### src/rtl/codec_init_pkg.sv
package codec_init_pkg;

    localparam int ADDR_W   = 7;
    localparam int DATA_W   = 16;
    localparam int INIT_LEN = 4;
    localparam int IDX_W    = (INIT_LEN > 1) ? $clog2(INIT_LEN) : 1;

    typedef enum logic [2:0] {
        S_HOLD,
        S_WAIT_RDY,
        S_INIT,
        S_SPK,
        S_MIC,
        S_IDLE
    } seq_state_e;

    typedef struct packed {
        logic [ADDR_W-1:0] addr;
        logic [DATA_W-1:0] data;
    } reg_cmd_t;

    // Setup list; order matters: rate enable precedes the rate values.
    function automatic reg_cmd_t setup_cmd(input logic [IDX_W-1:0] i);
        reg_cmd_t c;
        unique case (i)
            IDX_W'(0): begin c.addr = 7'h2A; c.data = 16'h0001; end
            IDX_W'(1): begin c.addr = 7'h2C; c.data = 16'h0FA0; end
            IDX_W'(2): begin c.addr = 7'h32; c.data = 16'h0FA0; end
            default:   begin c.addr = 7'h1C; c.data = 16'h0000; end
        endcase
        return c;
    endfunction

endpackage

### src/rtl/rst_hold_ctr.sv
module rst_hold_ctr #(
    parameter int HOLD_CYCLES = 256
) (
    input  logic clk,
    input  logic rst_n,
    output logic hold_done
);
    localparam int CNT_W = $clog2(HOLD_CYCLES + 1);

    logic [CNT_W-1:0] cnt;

    always_ff @(posedge clk) begin
        if (!rst_n)
            cnt <= '0;
        else if (cnt != CNT_W'(HOLD_CYCLES))
            cnt <= cnt + 1'b1;
    end

    assign hold_done = (cnt == CNT_W'(HOLD_CYCLES));

    // once released the codec reset stays released
    a_r1_release_sticky: assert property (@(posedge clk) disable iff (!rst_n)
        hold_done |=> hold_done);

endmodule

### src/rtl/sw_filter.sv
module sw_filter #(
    parameter int W = 12
) (
    input  logic         clk,
    input  logic         rst_n,
    input  logic [W-1:0] raw,
    output logic [W-1:0] clean
);
    logic [W-1:0] s1, s2, s3;

    always_ff @(posedge clk) begin
        if (!rst_n) begin
            s1    <= '0;
            s2    <= '0;
            s3    <= '0;
            clean <= '0;
        end else begin
            s1 <= raw;
            s2 <= s1;
            s3 <= s2;
            if (s2 == s3)
                clean <= s3;
        end
    end

endmodule

### src/rtl/seq_fsm.sv
module seq_fsm
    import codec_init_pkg::*;
#(
    parameter logic [ADDR_W-1:0] SPK_ADDR = 7'h02,
    parameter logic [ADDR_W-1:0] MIC_ADDR = 7'h0E
) (
    input  logic              clk,
    input  logic              rst_n,
    input  logic              hold_done,
    input  logic              codec_ready,
    input  logic              cmd_taken,
    input  logic [DATA_W-1:0] spk_word,
    input  logic [DATA_W-1:0] mic_word,
    output logic              cmd_valid,
    output logic [ADDR_W-1:0] cmd_addr,
    output logic [DATA_W-1:0] cmd_data,
    output logic              pcm_en
);
    seq_state_e        state, state_nx;
    logic [IDX_W-1:0]  idx;
    logic [DATA_W-1:0] pend;
    logic [DATA_W-1:0] spk_last, mic_last;
    logic              spk_ok, mic_ok;
    logic              spk_chg, mic_chg, last_idx;
    reg_cmd_t          rom_cmd;

    assign spk_chg  = !spk_ok || (spk_word != spk_last);
    assign mic_chg  = !mic_ok || (mic_word != mic_last);
    assign last_idx = (idx == IDX_W'(INIT_LEN - 1));
    assign rom_cmd  = setup_cmd(idx);

    // next state
    always_comb begin
        state_nx = state;
        unique case (state)
            S_HOLD:     if (hold_done)   state_nx = S_WAIT_RDY;
            S_WAIT_RDY: if (codec_ready) state_nx = S_INIT;
            S_INIT:     if (cmd_taken && last_idx) state_nx = S_IDLE;
            S_SPK:      if (cmd_taken) state_nx = S_IDLE;
            S_MIC:      if (cmd_taken) state_nx = S_IDLE;
            S_IDLE: begin
                if (spk_chg)      state_nx = S_SPK;
                else if (mic_chg) state_nx = S_MIC;
            end
            default:    state_nx = S_HOLD;
        endcase
    end

    // state register
    always_ff @(posedge clk) begin
        if (!rst_n) state <= S_HOLD;
        else        state <= state_nx;
    end

    // datapath registers
    always_ff @(posedge clk) begin
        if (!rst_n) begin
            idx      <= '0;
            pend     <= '0;
            spk_last <= '0;
            mic_last <= '0;
            spk_ok   <= 1'b0;
            mic_ok   <= 1'b0;
            pcm_en   <= 1'b0;
        end else begin
            unique case (state)
                S_INIT: if (cmd_taken) begin
                    idx <= idx + 1'b1;
                    if (last_idx) pcm_en <= 1'b1;
                end
                S_IDLE: begin
                    if (spk_chg)      pend <= spk_word;
                    else if (mic_chg) pend <= mic_word;
                end
                S_SPK: if (cmd_taken) begin
                    spk_last <= pend;
                    spk_ok   <= 1'b1;
                end
                S_MIC: if (cmd_taken) begin
                    mic_last <= pend;
                    mic_ok   <= 1'b1;
                end
                default: ;
            endcase
        end
    end

    // outputs
    always_comb begin
        cmd_valid = 1'b0;
        cmd_addr  = '0;
        cmd_data  = '0;
        unique case (state)
            S_INIT: begin
                cmd_valid = 1'b1;
                cmd_addr  = rom_cmd.addr;
                cmd_data  = rom_cmd.data;
            end
            S_SPK: begin
                cmd_valid = 1'b1;
                cmd_addr  = SPK_ADDR;
                cmd_data  = pend;
            end
            S_MIC: begin
                cmd_valid = 1'b1;
                cmd_addr  = MIC_ADDR;
                cmd_data  = pend;
            end
            default: ;
        endcase
    end

    // nothing presented while the codec is held in reset
    a_r2_no_cmd_in_hold: assert property (@(posedge clk) disable iff (!rst_n)
        cmd_valid |-> hold_done);

    // a waiting command keeps its content
    a_r4_cmd_stable: assert property (@(posedge clk) disable iff (!rst_n)
        (cmd_valid && !cmd_taken) |=> (cmd_valid && $stable(cmd_addr) && $stable(cmd_data)));

    // PCM enable never drops once set
    a_r9_pcm_sticky: assert property (@(posedge clk) disable iff (!rst_n)
        pcm_en |=> pcm_en);

    // PCM enable only after the codec reset is released
    a_r9_pcm_after_hold: assert property (@(posedge clk) disable iff (!rst_n)
        pcm_en |-> hold_done);

endmodule

### src/rtl/codec_init_seq.sv
module codec_init_seq
    import codec_init_pkg::*;
#(
    parameter int ATT_W       = 5,
    parameter int HOLD_CYCLES = 256
) (
    input  logic              clk,
    input  logic              rst_n,
    input  logic              codec_ready,
    input  logic              cmd_taken,
    input  logic              spk_mute,
    input  logic [ATT_W-1:0]  spk_att,
    input  logic              mic_mute,
    input  logic [ATT_W-1:0]  mic_gain,
    output logic              codec_rst_n,
    output logic              cmd_valid,
    output logic [ADDR_W-1:0] cmd_addr,
    output logic [DATA_W-1:0] cmd_data,
    output logic              pcm_en
);
    localparam int GRP_W = ATT_W + 1;
    localparam int PAD_W = DATA_W - 1 - ATT_W;
    localparam logic [ADDR_W-1:0] SPK_A = 7'h02;
    localparam logic [ADDR_W-1:0] MIC_A = 7'h0E;

    logic              hold_done;
    logic [2*GRP_W-1:0] sw_clean;
    logic [DATA_W-1:0] spk_word, mic_word;

    rst_hold_ctr #(.HOLD_CYCLES(HOLD_CYCLES)) u_hold (
        .clk(clk), .rst_n(rst_n), .hold_done(hold_done)
    );

    sw_filter #(.W(2*GRP_W)) u_filt (
        .clk(clk), .rst_n(rst_n),
        .raw({spk_mute, spk_att, mic_mute, mic_gain}),
        .clean(sw_clean)
    );

    assign spk_word = {sw_clean[2*GRP_W-1], {PAD_W{1'b0}}, sw_clean[GRP_W+ATT_W-1:GRP_W]};
    assign mic_word = {sw_clean[GRP_W-1],   {PAD_W{1'b0}}, sw_clean[ATT_W-1:0]};

    seq_fsm #(.SPK_ADDR(SPK_A), .MIC_ADDR(MIC_A)) u_fsm (
        .clk(clk), .rst_n(rst_n),
        .hold_done(hold_done), .codec_ready(codec_ready), .cmd_taken(cmd_taken),
        .spk_word(spk_word), .mic_word(mic_word),
        .cmd_valid(cmd_valid), .cmd_addr(cmd_addr), .cmd_data(cmd_data),
        .pcm_en(pcm_en)
    );

    assign codec_rst_n = hold_done;

    // volume words carry zeros between mute bit and level field
    a_r6_vol_pad: assert property (@(posedge clk) disable iff (!rst_n)
        (cmd_valid && (cmd_addr == SPK_A || cmd_addr == MIC_A))
            |-> (cmd_data[DATA_W-2:ATT_W] == '0));

endmodule

### config.mk
export PLATFORM = sky130hd
export DESIGN_NAME = codec_init_seq
export DESIGN_NICKNAME = d
export VERILOG_FILES = /design/src/rtl/codec_init_pkg.sv /design/src/rtl/rst_hold_ctr.sv /design/src/rtl/sw_filter.sv /design/src/rtl/seq_fsm.sv /design/src/rtl/codec_init_seq.sv
export SDC_FILE = /design/constraint.sdc
export NUM_CORES = 1
export LEC_CHECK = 0
export BUFFER_PORTS_ARGS = -buffer_cell sky130_fd_sc_hd__buf_2
export CAP_MARGIN = 40
export CORE_ASPECT_RATIO = 0.7
export CORE_UTILIZATION = 60
export CTS_CLUSTER_SIZE = 28
export DETAILED_ROUTE_END_ITERATION = 6
export GPL_TIMING_DRIVEN = 0
export PLACE_DENSITY_LB_ADDON = 0.2
export RECOVER_POWER = 100
export SLEW_MARGIN = 20
export SYNTH_ARGS = -nofsm -noshare
export SYNTH_HDL_FRONTEND = slang
export SYNTH_SLANG_ARGS = --single-unit
### constraint.sdc
create_clock -name clk -period 3.3 [get_ports clk]
set_input_delay 0.495 -clock clk [delete_from_list [all_inputs] [get_ports clk]]
set_output_delay 0.495 -clock clk [all_outputs]
set_load 0.02 [all_outputs]
==> Yosys cells after proc, flatten, opt, wreduce, memory -nomap -nowiden <==
Cells that the tools add are included.
W data, S select, Z words.
{ "totals": {"register_bits": 113, "inputBits": 16, "out_inout_bits": 26, "wordCells": 62} }
{ "classes": {"n_addsub": 2, "eq_ne": 18, "mux": 13, "n_reduce_logical": 16} }
{ "ops": {"columns": ["op", "count"], "rows": [
  ["$pmux W22 S3", 1],
  ["$mux W16", 2],
  ["$ne A16 B16 Y1", 2],
  ["$pmux W16 S2", 1],
  ["$mux W3", 6],
  ["$pmux W6 S3", 1],
  ["$pmux W3 S5", 1],
  ["$eq A12 B12 Y1", 1],
  ["$add A9 B1 Y9 const B", 1],
  ["$eq A9 B9 Y1 const B", 1],
  ["$ne A9 B9 Y1 const B", 1],
  ["$reduce_and A2 Y1", 4],
  ["$eq A3 B2 Y1 const B", 2],
  ["$eq A3 B3 Y1 const B", 2],
  ["$reduce_and A5 Y1", 1],
  ["$eq A2 B2 Y1 const B", 2],
  ["$ne A2 B1 Y1 const B", 2],
  ["$ne A2 B2 Y1 const B", 2],
  ["$eq A3 B1 Y1 const B", 1],
  ["$logic_not A3 Y1", 1],
  ["$ne A3 B1 Y1 const B", 1],
  ["$reduce_and A3 Y1", 1],
  ["$reduce_or A3 Y1", 1],
  ["$add A2 B1 Y2 const B", 1],
  ["other kinds (8)", 10]
]} }

==> Depth between registers and ports, before layout <==
Gate-level depths: netlist (run 1).
{ "depth": {"word_depth": 5, "depth_mapped": 7, "depth_no_buf": 7} }

==> Hierarchy <==
A second synthesis (run 1) with hierarchy kept.
{ "hier_totals": {"cells_unflattened": 530, "hier_area_um2": 5019.8} }
{ "by_module_without_submodules": {"columns": ["module", "n_inst", "cells_per_inst", "area_per_inst_um2", "seq_area_each_um2"], "rows": [
  ["seq_fsm", 1, 335, 2991.6, 1121.1],
  ["sw_filter", 1, 143, 1564.0, 960.9],
  ["rst_hold_ctr", 1, 51, 460.4, 180.2],
  ["codec_init_seq", 1, 1, 3.8, 0.0]
]} }

==> Worst setup path after synthesis (run 1) <==
OpenSTA, ideal clock, no wires.
{ "synth_timing": {"kind": "reg2out", "from": "register u_fsm.state[1]", "to": "output port cmd_addr[1]", "arrival_time_ns": 1.593, "setup_slack_ns": 1.212, "stages_incl_launch_ff": 6, "path_cell_list": "dfxtp_1 -> clkbuf_1 -> nand2b_1 -> nor3_1 -> o21ai_0 -> nand2b_1"} }
{ "synth_via": {"elab_chain_cells": 2} }
{ "synth_lines": {"columns": ["item", "line_no", "source"], "rows": [
  ["start: declaration", "seq_fsm.sv:19", "seq_state_e state, state_nx;"],
  ["start signal: assignment", "seq_fsm.sv:52", "else state <= state_nx;"],
  ["$eq A3 B3 Y1 or $eq A3 B2 Y1 (tied branches)", "seq_fsm.sv:93", "unique case (state)"],
  ["$pmux W6 S3 *", "seq_fsm.sv:93", null],
  ["end: declaration", "codec_init_seq.sv:17", "output logic [ADDR_W-1:0] cmd_addr,"]
]} }
Every way passes the cells marked *; elsewhere a longest branch is shown, timed or not.

==> Worst setup path after layout (run 1) <==
{ "layout_timing": {"from": "register u_fsm.state[2]", "to": "output port cmd_data[0]"} }
{ "layout_via": {"elab_chain_cells": 3} }
{ "layout_lines": {"columns": ["item", "line_no", "source"], "rows": [
  ["$eq A3 B2 Y1 or $eq A3 B3 Y1 (tied branches)", "seq_fsm.sv:93", null],
  ["$reduce_or A2 Y1 (no source line)", null, null],
  ["$pmux W16 S2 *", "seq_fsm.sv:93", null],
  ["end: declaration", "codec_init_seq.sv:18", "output logic [DATA_W-1:0] cmd_data,"]
]} }
Marks and branches as above.

==> results of run 1 <==
## registers in the layout, summed over array words and instances (netlist names), 2 cells and up
register        cells
u_fsm.spk_last      6
u_fsm.state         3
u_fsm.mic_last      6
u_filt.clean       12
u_filt.s2          12
u_filt.s3          12
u_filt.s1          12
u_fsm.idx           2
u_hold.cnt          9
u_fsm.pend          6
## path summary, 6_finish.rpt
path                    to  cells after the start
min reg2reg   u_filt.s2[8]                      1
min          u_filt.s1[11]                      2
max reg2reg  u_fsm.pend[0]                      7
max            cmd_data[0]                      5
## cell usage in the layout, fill, tap and decap left out, types with 6 or more instances in the layout
cell type,instances
dfxtp_1,83
nor2_1,35
clkbuf_1,34
and2_0,27
nand2_1,26
a21oi_1,19
mux2i_1,19
buf_2,19
xor2_1,18
and2_1,17
xnor2_1,14
buf_4,11
o21ai_0,9
ha_1,9
clkbuf_8,9
nand3_1,7
inv_1,6
conb_1,6
## where the power goes
part	switching, mW	internal [mW]
Combinational	0.0970	0.0654
Sequential	0.0220	1.03
Clock	0.361	0.428
## cell families (layout without fill, tap and decap cells)
logic type                 Yosys count  in the layout  synth area share (%)
AOI/OAI and AO/OA                   47             47                  8.60
DFF                                 83             83                  48.0
muxes                               19             19                  5.50
buffers and inverters               35             86                  5.42
other                                1              6                 0.108
and+or+nand+nor                    138            138                  21.0
xor gates and xnor gates            32             32                  8.10
adders and majority gates            9              9                  3.25
## synthesized netlist by cell type, types with 2 or more instances
master | instances | share of area [%]
dfxtp_1 | 83 | 48
nand3_1 | 7 | 1.0
and3_1 | 3 | 0.54
o21a_1 | 2 | 0.43
nor2_1 | 35 | 3.8
a311oi_1 | 5 | 1.3
nor4b_1 | 2 | 0.51
nand2_1 | 26 | 2.8
ha_1 | 9 | 3.3
inv_1 | 5 | 0.54
nand4_1 | 3 | 0.54
mux2i_1 | 19 | 5.5
a21oi_1 | 19 | 2.7
a31o_1 | 2 | 0.51
xnor2_1 | 14 | 3.5
a211oi_1 | 2 | 0.43
buf_4 | 11 | 2.4
buf_6 | 2 | 0.65
buf_1 | 2 | 0.22
o21bai_1 | 2 | 0.43
nand2b_1 | 5 | 0.90
xor2_1 | 18 | 4.6
nor3_1 | 2 | 0.29
clkbuf_1 | 13 | 1.4
o21ai_0 | 9 | 1.3
inv_2 | 2 | 0.22
nor4_1 | 3 | 0.54
and2_1 | 43 | 7.8
## worst register-to-register path, delay by kind of cell, from the launching register on
kind	cells	cell delay (ns)
simple gates	3	1.02
flops	1	0.41
buf+inv	2	0.39
compound gates	1	0.25
xor+xnor	1	0.14
## per-stage QoR
| step | cells | area [um2] | utilization (%) | setup slack (ns) |
|---|---|---|---|---|
| after floorplan | 369 | 3480 | - | 1.21 |
| after global placement | 476 | 3740 | 69.4 | 1.16 |
| after detailed placement | 476 | 3740 | 69.4 | 1.09 |
| after CTS | 492 | 3960 | 73.4 | 0.693 |
| after global routing | 492 | 3910 | 72.5 | 0.368 |
| final | 492 | 3910 | 72.5 | 0.594 |
## routing by layer
layer  vias up  wire length [um]
met1      1203              3350
met4         0                82
met3         9               492
li1       1302                 -
met2        83              3050
met5         -                 0
## cell type report
type | count | share of cell area [%]
flip-flops and latches | 83 | 42.5
multi-input cells | 251 | 41.3
repair buffers | 35 | 3.97
plain buffers | 28 | 3.74
clock buffers | 10 | 3.26
well taps | 72 | 2.30
clock inverters | 6 | 2.24
inverters | 7 | 0.672
==> impl_metrics.yaml, run 1 <==
sta:
  tns_ns: 0
  slew_headroom_pct: 50.9
  report.final.slew_viol_count: 0
  timing.final.crit_period_ns: 2.71
  finalHoldViolations: 0
  fin_crit_sh_pct: 82.0
  tightest_slew_ns: 0.736
  fmax_ghz: 0.370
  timing.hold.ws_ns: 0.341
  rsz0062_at_grt: "false"
  setup_viol: 0
  fin_worst_skew_ns: 0.00615
final_layout:
  drive_above_1_share_pct: 11.4
  regArea_um2: 1660
  finalNetCount: 440
  multiInputGateArea_um2: 1620
  syn2layout_area_growth_pct: 13.1
  fill_cells: 435
  diodes: 0
power_and_ir_drop:
  vdd_drop_max_mv: 0.362
  p_leak_nw: 1.64
  cellPowerDensity_nw_per_um2: 512
  p_total_mw: 2.00
routing:
  drt_iter0_drc: 272
  wl_per_cell_um: 14.2
  first_pass_iters: 6
  drc: 0
  antenna_left: 0
  vias: 2597
  wirelength_um: 6980
  avgViaCountPerCell: 5.28
worst_setup_path:
  cp-end-kind: "output port"
  startpoint_type: "register"
  worst-path-max-fanout: 10
  cpPeakStageDelay_ns: 0.53
  cp-startpoint: "u_fsm.state[2]"
  path_class: "reg -> out"
  cpMaxStageDelayCell: "o21ai_0"
  cp.required_ns: 2.80
  crit_arrival_ns: 2.21
  reg2reg_from: "u_filt.clean[10]"
  crit_chain: "clkbuf_1, nand2b_1, o21ai_0, a22o_1, clkbuf_1"
  path_buf_inv: 2
  rrSetupSlack_ns: 1.01
  path_delay_family: "compound AO/OA/AOI/OAI gates"
  cp_common_cell: "clkbuf_1"
clock_network:
  clkSinkCount: 83
  cts_setup_buffers: 0
  cts_hold_repair.buffers: 0
  clk_pin_slew_ns: 0.08
  cts_resized: 0
  clk_latency_ns: 0.35
  cts_buffer_depth: 2
  cts_tree: "yes"
  htreeDepth: 3
  cts_made_buffers: 9
  cts_root_buf: "clkbuf_8"
grt:
  grt_util_met3_pct: 9.14
  track_usage_pct: 26.1
  grt_max_degree: 15
  grt-busiest-layer: "met2"
  use_met2_pct: 39.2
  grt_overflow: 0
  grt_pass1_vias: 2442
  grt_pass1_wl_um: 11900
  use_met1_pct: 35.1
  antenna_found_initial: 0
synth:
  ys_ff_latch: 83
  ys_seq_area_share_pct: 48.0
  synth_edf_count: 0
  ys.flop_type: "dfxtp_1"
  synthArstFlopShare_pct: 0
  syn_avg_cell_area_um2: 9.51
  ys_warn_count: 0
  syn_inst: 364
  syn_area_um2: 3460
  synth.distinct_cells: 44
die:
  die_x_um: 92.8
  io_pins: 42
  initial_core_util_pct: 64.1
  dieArea_um2: 6080
  fp.dieH_um: 65.5
  fp.coreArea_um2: 5400
  std_cell_rows: 22
place:
  place.gp.congestion: 0.903
  port_buffers: 35
  place_hpwl_um: 5110
run:
  drv_cap: 0
run_status:
  status: "complete, no violations"
hold_path:
  hold_class: "in -> reg"
  hold_start: "spk_mute"
Power figures use the tool's default switching activity.
==> run 2: changes to the inputs <==
Settings changed: ABC_AREA set to 1, CORE_UTILIZATION 60 to 52.
Clock period 3.3 ns to 2.45 ns, I/O delays scaled along.
==> impl_metrics.yaml, run 2 <==
synth:
  syn_inst: 510
  ys_warn_count: 0
  syn_avg_cell_area_um2: 7.26
  yosys.area.top_type: "dfxtp_1"
  yosysMostFrequentCell: "nand2_1"
  synthTopCellsByArea: "dfxtp_1 (45%), nand2_1 (13%), inv_1 (8.2%), nor2_1 (6.0%), a21oi_1 (3.9%)"
  syn_area_um2: 3700
  yosys-top-cells-count: "nand2_1 (128), dfxtp_1 (83), inv_1 (81)"
  synth_edf_count: 0
  ys.flop_type: "dfxtp_1"
  synthArstFlopShare_pct: 0
  ys_seq_area_share_pct: 44.9
  ys_ff_latch: 83
  yosysTopAreaCellShare_pct: 44.9
  synth.distinct_cells: 32
power_and_ir_drop:
  intPower_mw: 2.18
  swShare_pct: 37.8
  power.switching_mw: 1.32
  pwr-share-comb_pct: 29.3
  p_leak_nw: 2.20
  pwr-share-seq_pct: 44.7
  p_total_mw: 3.51
  cellPowerDensity_nw_per_um2: 849
  pwr-share-clk_pct: 26.0
  vdd_drop_max_mv: 0.397
worst_setup_path:
  cpPeakStageDelay_ns: 0.35
  path_class: "reg -> out"
  cp-startpoint: "u_fsm.state[2]"
  crit_arrival_ns: 1.89
  cp.required_ns: 2.08
  startpoint_type: "register"
  reg2reg_from: "u_filt.s3[7]"
  crit_chain: "inv_1, nand2_2, nor2_2, inv_2, nor2_1, buf_4, clkbuf_2"
  rrSetupSlack_ns: 0.64
  cp-end-kind: "output port"
  cpMaxStageDelayCell: "dfxtp_1"
  worst-path-max-fanout: 6
grt:
  antenna_found_initial: 0
  grt_overflow: 0
  track_usage_pct: 21.8
  grt_pass1_vias: 2737
  grt_max_degree: 17
  grt_pass1_wl_um: 12200
final_layout:
  finalNetCount: 585
  drive_above_1_share_pct: 13.3
  final_common_cell: "nand2_1"
  diodes: 0
  design_area_um2: 4130
  utilization_pct: 60.6
  layout_common_cells: "nand2_1 (130), dfxtp_1 (83), inv_1 (82), nor2_1 (61), a21oi_1 (29)"
  syn2layout_area_growth_pct: 11.6
  fin_cells: 659
routing:
  avgViaCountPerCell: 4.66
  vias: 3073
  drc: 0
  wirelength_um: 7270
  antenna_left: 0
  wl_per_cell_um: 11.0
  first_pass_iters: 4
  drt_iter0_drc: 210
sta:
  timing.hold.ws_ns: 0.181
  fmax_ghz: 0.443
  report.final.slew_viol_count: 0
  tightest_slew_ns: 0.581
  fin_crit_sh_pct: 92.2
  rsz0062_at_grt: "false"
  timing.final.crit_period_ns: 2.26
  fin_worst_skew_ns: 0.00948
  setup_viol: 0
  slew_headroom_pct: 61.0
  tns_ns: 0
  worst_slack_ns: 0.191
  finalHoldViolations: 0
place:
  place_inst: 643
  place_hpwl_um: 5490
  port_buffers: 34
  pre_cts_ws_ns: 0.589
  placed_cell_area_um2: 4010
  place.gp.congestion: 0.826
clock_network:
  clkSinkCount: 83
  clk_pin_slew_ns: 0.09
  htreeDepth: 3
  cts_root_buf: "clkbuf_8"
  clk_latency_ns: 0.36
  cts_buffer_depth: 2
  cts_setup_buffers: 0
  cts_hold_repair.buffers: 0
  cts_resized: 0
  cts_tree: "yes"
  cts_made_buffers: 9
die:
  fp.dieH_um: 72.6
  die_x_um: 103
  fp.coreArea_um2: 6820
  io_pins: 42
  std_cell_rows: 25
  initial_core_util_pct: 54.3
  dieArea_um2: 7470
hold_path:
  hold_class: "in -> reg"
  hold_start: "spk_att[3]"
run:
  drv_cap: 0
run_status:
  status: "complete, no violations"
[run 2: changes by cell type after synthesis, sizes merged, moves of 6 or more]
| cell | previous run | this run |
|---|---|---|
| nand2 | 26 | 136 |
| inv | 7 | 90 |
| and2 | 44 | 0 |
| nor2 | 35 | 66 |
| o21ai | 9 | 32 |
| mux2i | 19 | 0 |
| xor2 | 18 | 6 |
| a21oi | 19 | 30 |
| clkbuf | 13 | 5 |
| xnor2 | 14 | 8 |
[run 2: routing by layer]
metal / share of wire, % / track usage [%]
met5: 0 / 0
met4: 1.3 / 7.98
met3: 4.0 / 6.32
met2: 42 / 33.2
met1: 53 / 29.6
[run 2: final cells by class]
class                           count  area [um2]
Buffer                             25         145
Multi-Input combinational cell    315        1530
Tap cell                           94         118
Inverter                           92         345
Clock inverter                      7        56.3
Timing Repair Buffer               34         151
Sequential cell                    83        1660
Fill cell                         680        2690
Clock buffer                        9         124
[run 2: path summary, 6_finish.rpt]
| kind | cells past startpoint | endpoint |
|---|---|---|
| max | 7 | cmd_data[11] |
| min | 3 | u_filt.s1[9] |
| min reg2reg | 2 | u_filt.s2[3] |
| max reg2reg | 7 | u_filt.clean[10] |
[run 2: cell families (layout without fill, tap and decap cells)]
| kind of cell | after synthesis | count (layout) | synth area share, % |
|---|---|---|---|
| buf+inv | 117 | 167 | 13.6 |
| xor+xnor | 14 | 14 | 3.31 |
| fa+ha+maj | 9 | 9 | 3.04 |
| flops | 83 | 83 | 44.9 |
| other cells | 1 | 6 | 0.101 |
| simple gates | 222 | 222 | 26.1 |
| compound gates | 64 | 64 | 8.95 |
[run 2: power groups by stage]
stage / sequential, mW / combinational, mW / clock [mW]
floorplan: 1.58 / 0.831 / 0
global placement: 1.60 / 1.04 / 0
detailed placement: 1.60 / 1.06 / 0
CTS: 1.57 / 1.07 / 0.941
global route: 1.58 / 1.18 / 0.993
finish: 1.57 / 1.03 / 0.912
[run 2: critical path: cells and delay by family (launching register included)]
kind / cells / cell delay, ns
buffers and inverters: 4 / 0.61
DFF: 1 / 0.35
and+or+nand+nor: 3 / 0.59
==> run 3: changes to the inputs <==
Settings changed: GPL_ROUTABILITY_DRIVEN set to 1, SETUP_SLACK_MARGIN set to 0.5.
==> impl_metrics.yaml, run 3 (synthesis results as in run 2) <==
run_status:
  status: "complete, no violations"
routing:
  vias: 3098
  drt_iter0_drc: 176
  wl_per_cell_um: 11.1
  first_pass_iters: 4
  wirelength_um: 7380
  avgViaCountPerCell: 4.68
  drc: 0
  antenna_left: 0
sta:
  tns_ns: 0
  fin_worst_skew_ns: 0.00854
  tightest_slew_ns: 0.581
  timing.final.crit_period_ns: 2.08
  setup_viol: 0
  rsz0062_at_grt: "true"
  slew_headroom_pct: 61.0
  finalHoldViolations: 0
  fin_crit_sh_pct: 84.8
  report.final.slew_viol_count: 0
  fmax_ghz: 0.482
final_layout:
  design_area_um2: 4220
  layout_common_cells: "nand2_1 (132), inv_1 (79), dfxtp_1 (79), nor2_1 (62), a21oi_1 (29)"
  final_common_cell: "nand2_1"
  drive_above_1_share_pct: 16.0
  multiInputGateArea_um2: 1550
  utilization_pct: 61.9
  diodes: 0
  fill_cells: 661
  syn2layout_area_growth_pct: 14.0
  finalNetCount: 588
  regArea_um2: 1670
clock_network:
  cts_tree: "yes"
  cts_buffer_depth: 2
  clkSinkCount: 83
  clk_latency_ns: 0.36
  clk_pin_slew_ns: 0.09
  htreeDepth: 3
  cts_hold_repair.buffers: 0
  cts_made_buffers: 9
  cts_root_buf: "clkbuf_8"
die:
  fp.dieH_um: 72.6
  initial_core_util_pct: 54.3
  fp.coreArea_um2: 6820
  dieArea_um2: 7470
  io_pins: 42
  die_x_um: 103
  std_cell_rows: 25
worst_setup_path:
  path_delay_family: "simple AND/OR/NAND/NOR gates"
  path_class: "reg -> out"
  cp-end-kind: "output port"
  cp-startpoint: "u_fsm.state[0]"
  startpoint_type: "register"
  cpPeakStageDelay_ns: 0.37
  path_buf_inv: 2
  cp_common_cell: "nor2_1"
  cpMaxStageDelayCell: "dfxtp_1"
  reg2reg_from: "u_filt.s3[7]"
  crit_chain: "nor2_1, nand2_1, o21ai_4, inv_2, nor2_1, clkbuf_1"
  endpoint: "cmd_data[15]"
  cp.required_ns: 2.08
  worst-path-stages: 6
  worst-path-max-fanout: 7
  crit_arrival_ns: 1.71
  r2r_end: "u_filt.clean[10]"
  rrSetupSlack_ns: 0.64
  ff2ff_path_depth: 7
grt:
  grt_pass1_wl_um: 12400
  track_usage_pct: 22.2
  antenna_found_initial: 0
  grt_pass1_vias: 2783
  grt_max_degree: 17
  grt_overflow: 0
place:
  place_hpwl_um: 5490
  place.gp.congestion: 0.826
  port_buffers: 34
  placed_cell_area_um2: 4010
power_and_ir_drop:
  cellPowerDensity_nw_per_um2: 845
  p_total_mw: 3.57
  p_leak_nw: 2.25
  vdd_drop_max_mv: 0.399
hold_path:
  hold_class: "in -> reg"
run:
  drv_cap: 0
-- run 3: final cells by class --
class	count	share of cell area (%)
sequential	83	39.7
multi-input combinational	315	36.7
buffer	25	3.62
tap	94	2.79
clock buffer	9	2.93
inverter	92	8.24
timing repair buffer	37	4.74
clock inverter	7	1.33
-- run 3: what timing repair did --
action / CTS / global route
gates resized for setup: 12 / 25
endpoints found under the setup margin: 13 / 12
buffers inserted: 2 / 1
pin swaps: 2 / 2
gates cloned: 0 / 0
-- run 3: metal layers --
| metal | wire, um | part of all wire, % | track usage [%] |
|---|---|---|---|
| met1 | 3660 | 50 | 30.0 |
| met2 | 3240 | 44 | 33.9 |
| met3 | 391 | 5.3 | 6.32 |
| met4 | 91 | 1.2 | 7.98 |
| met5 | 0 | 0 | 0 |
-- run 3: worst min path at each step --
stage | cells past startpoint | slack (ns) | from | to
3_3_place_gp | 2 | 0.40 | u_filt.s1[2] | u_filt.s2[2]
3_5_place_dp | 2 | 0.40 | u_filt.s1[9] | u_filt.s2[9]
5_1_grt | 3 | 0.16 | spk_att[0] | u_filt.s1[6]
2_1_floorplan | 2 | 0.39 | u_filt.s1[0] | u_filt.s2[0]
6_report | 3 | 0.18 | spk_att[3] | u_filt.s1[9]
4_1_cts | 3 | 0.16 | spk_att[4] | u_filt.s1[10]
-- run 3: report_power, final --
| part | internal, mW | switching, mW | leakage [nW] |
|---|---|---|---|
| Sequential | 1.48 | 0.0936 | 0.681 |
| Combinational | 0.367 | 0.711 | 1.47 |
| Clock | 0.384 | 0.534 | 0.0963 |
| Total | 2.23 | 1.34 | 2.25 |
-- run 3: stage by stage --
stage | hold WS, ns | instances | setup WS [ns]
floorplan | 0.390 | 515 | 0.592
global placement | 0.398 | 643 | 0.657
detailed placement | 0.399 | 643 | 0.589
CTS | 0.164 | 661 | 0.501
global route | 0.160 | 662 | 0.241
finish | 0.179 | 662 | 0.373
-- run 3: tightest hold or removal path: stages --
cell and delay, ns:
buf_2 0.07, nand2_1 0.04, inv_1 0.04
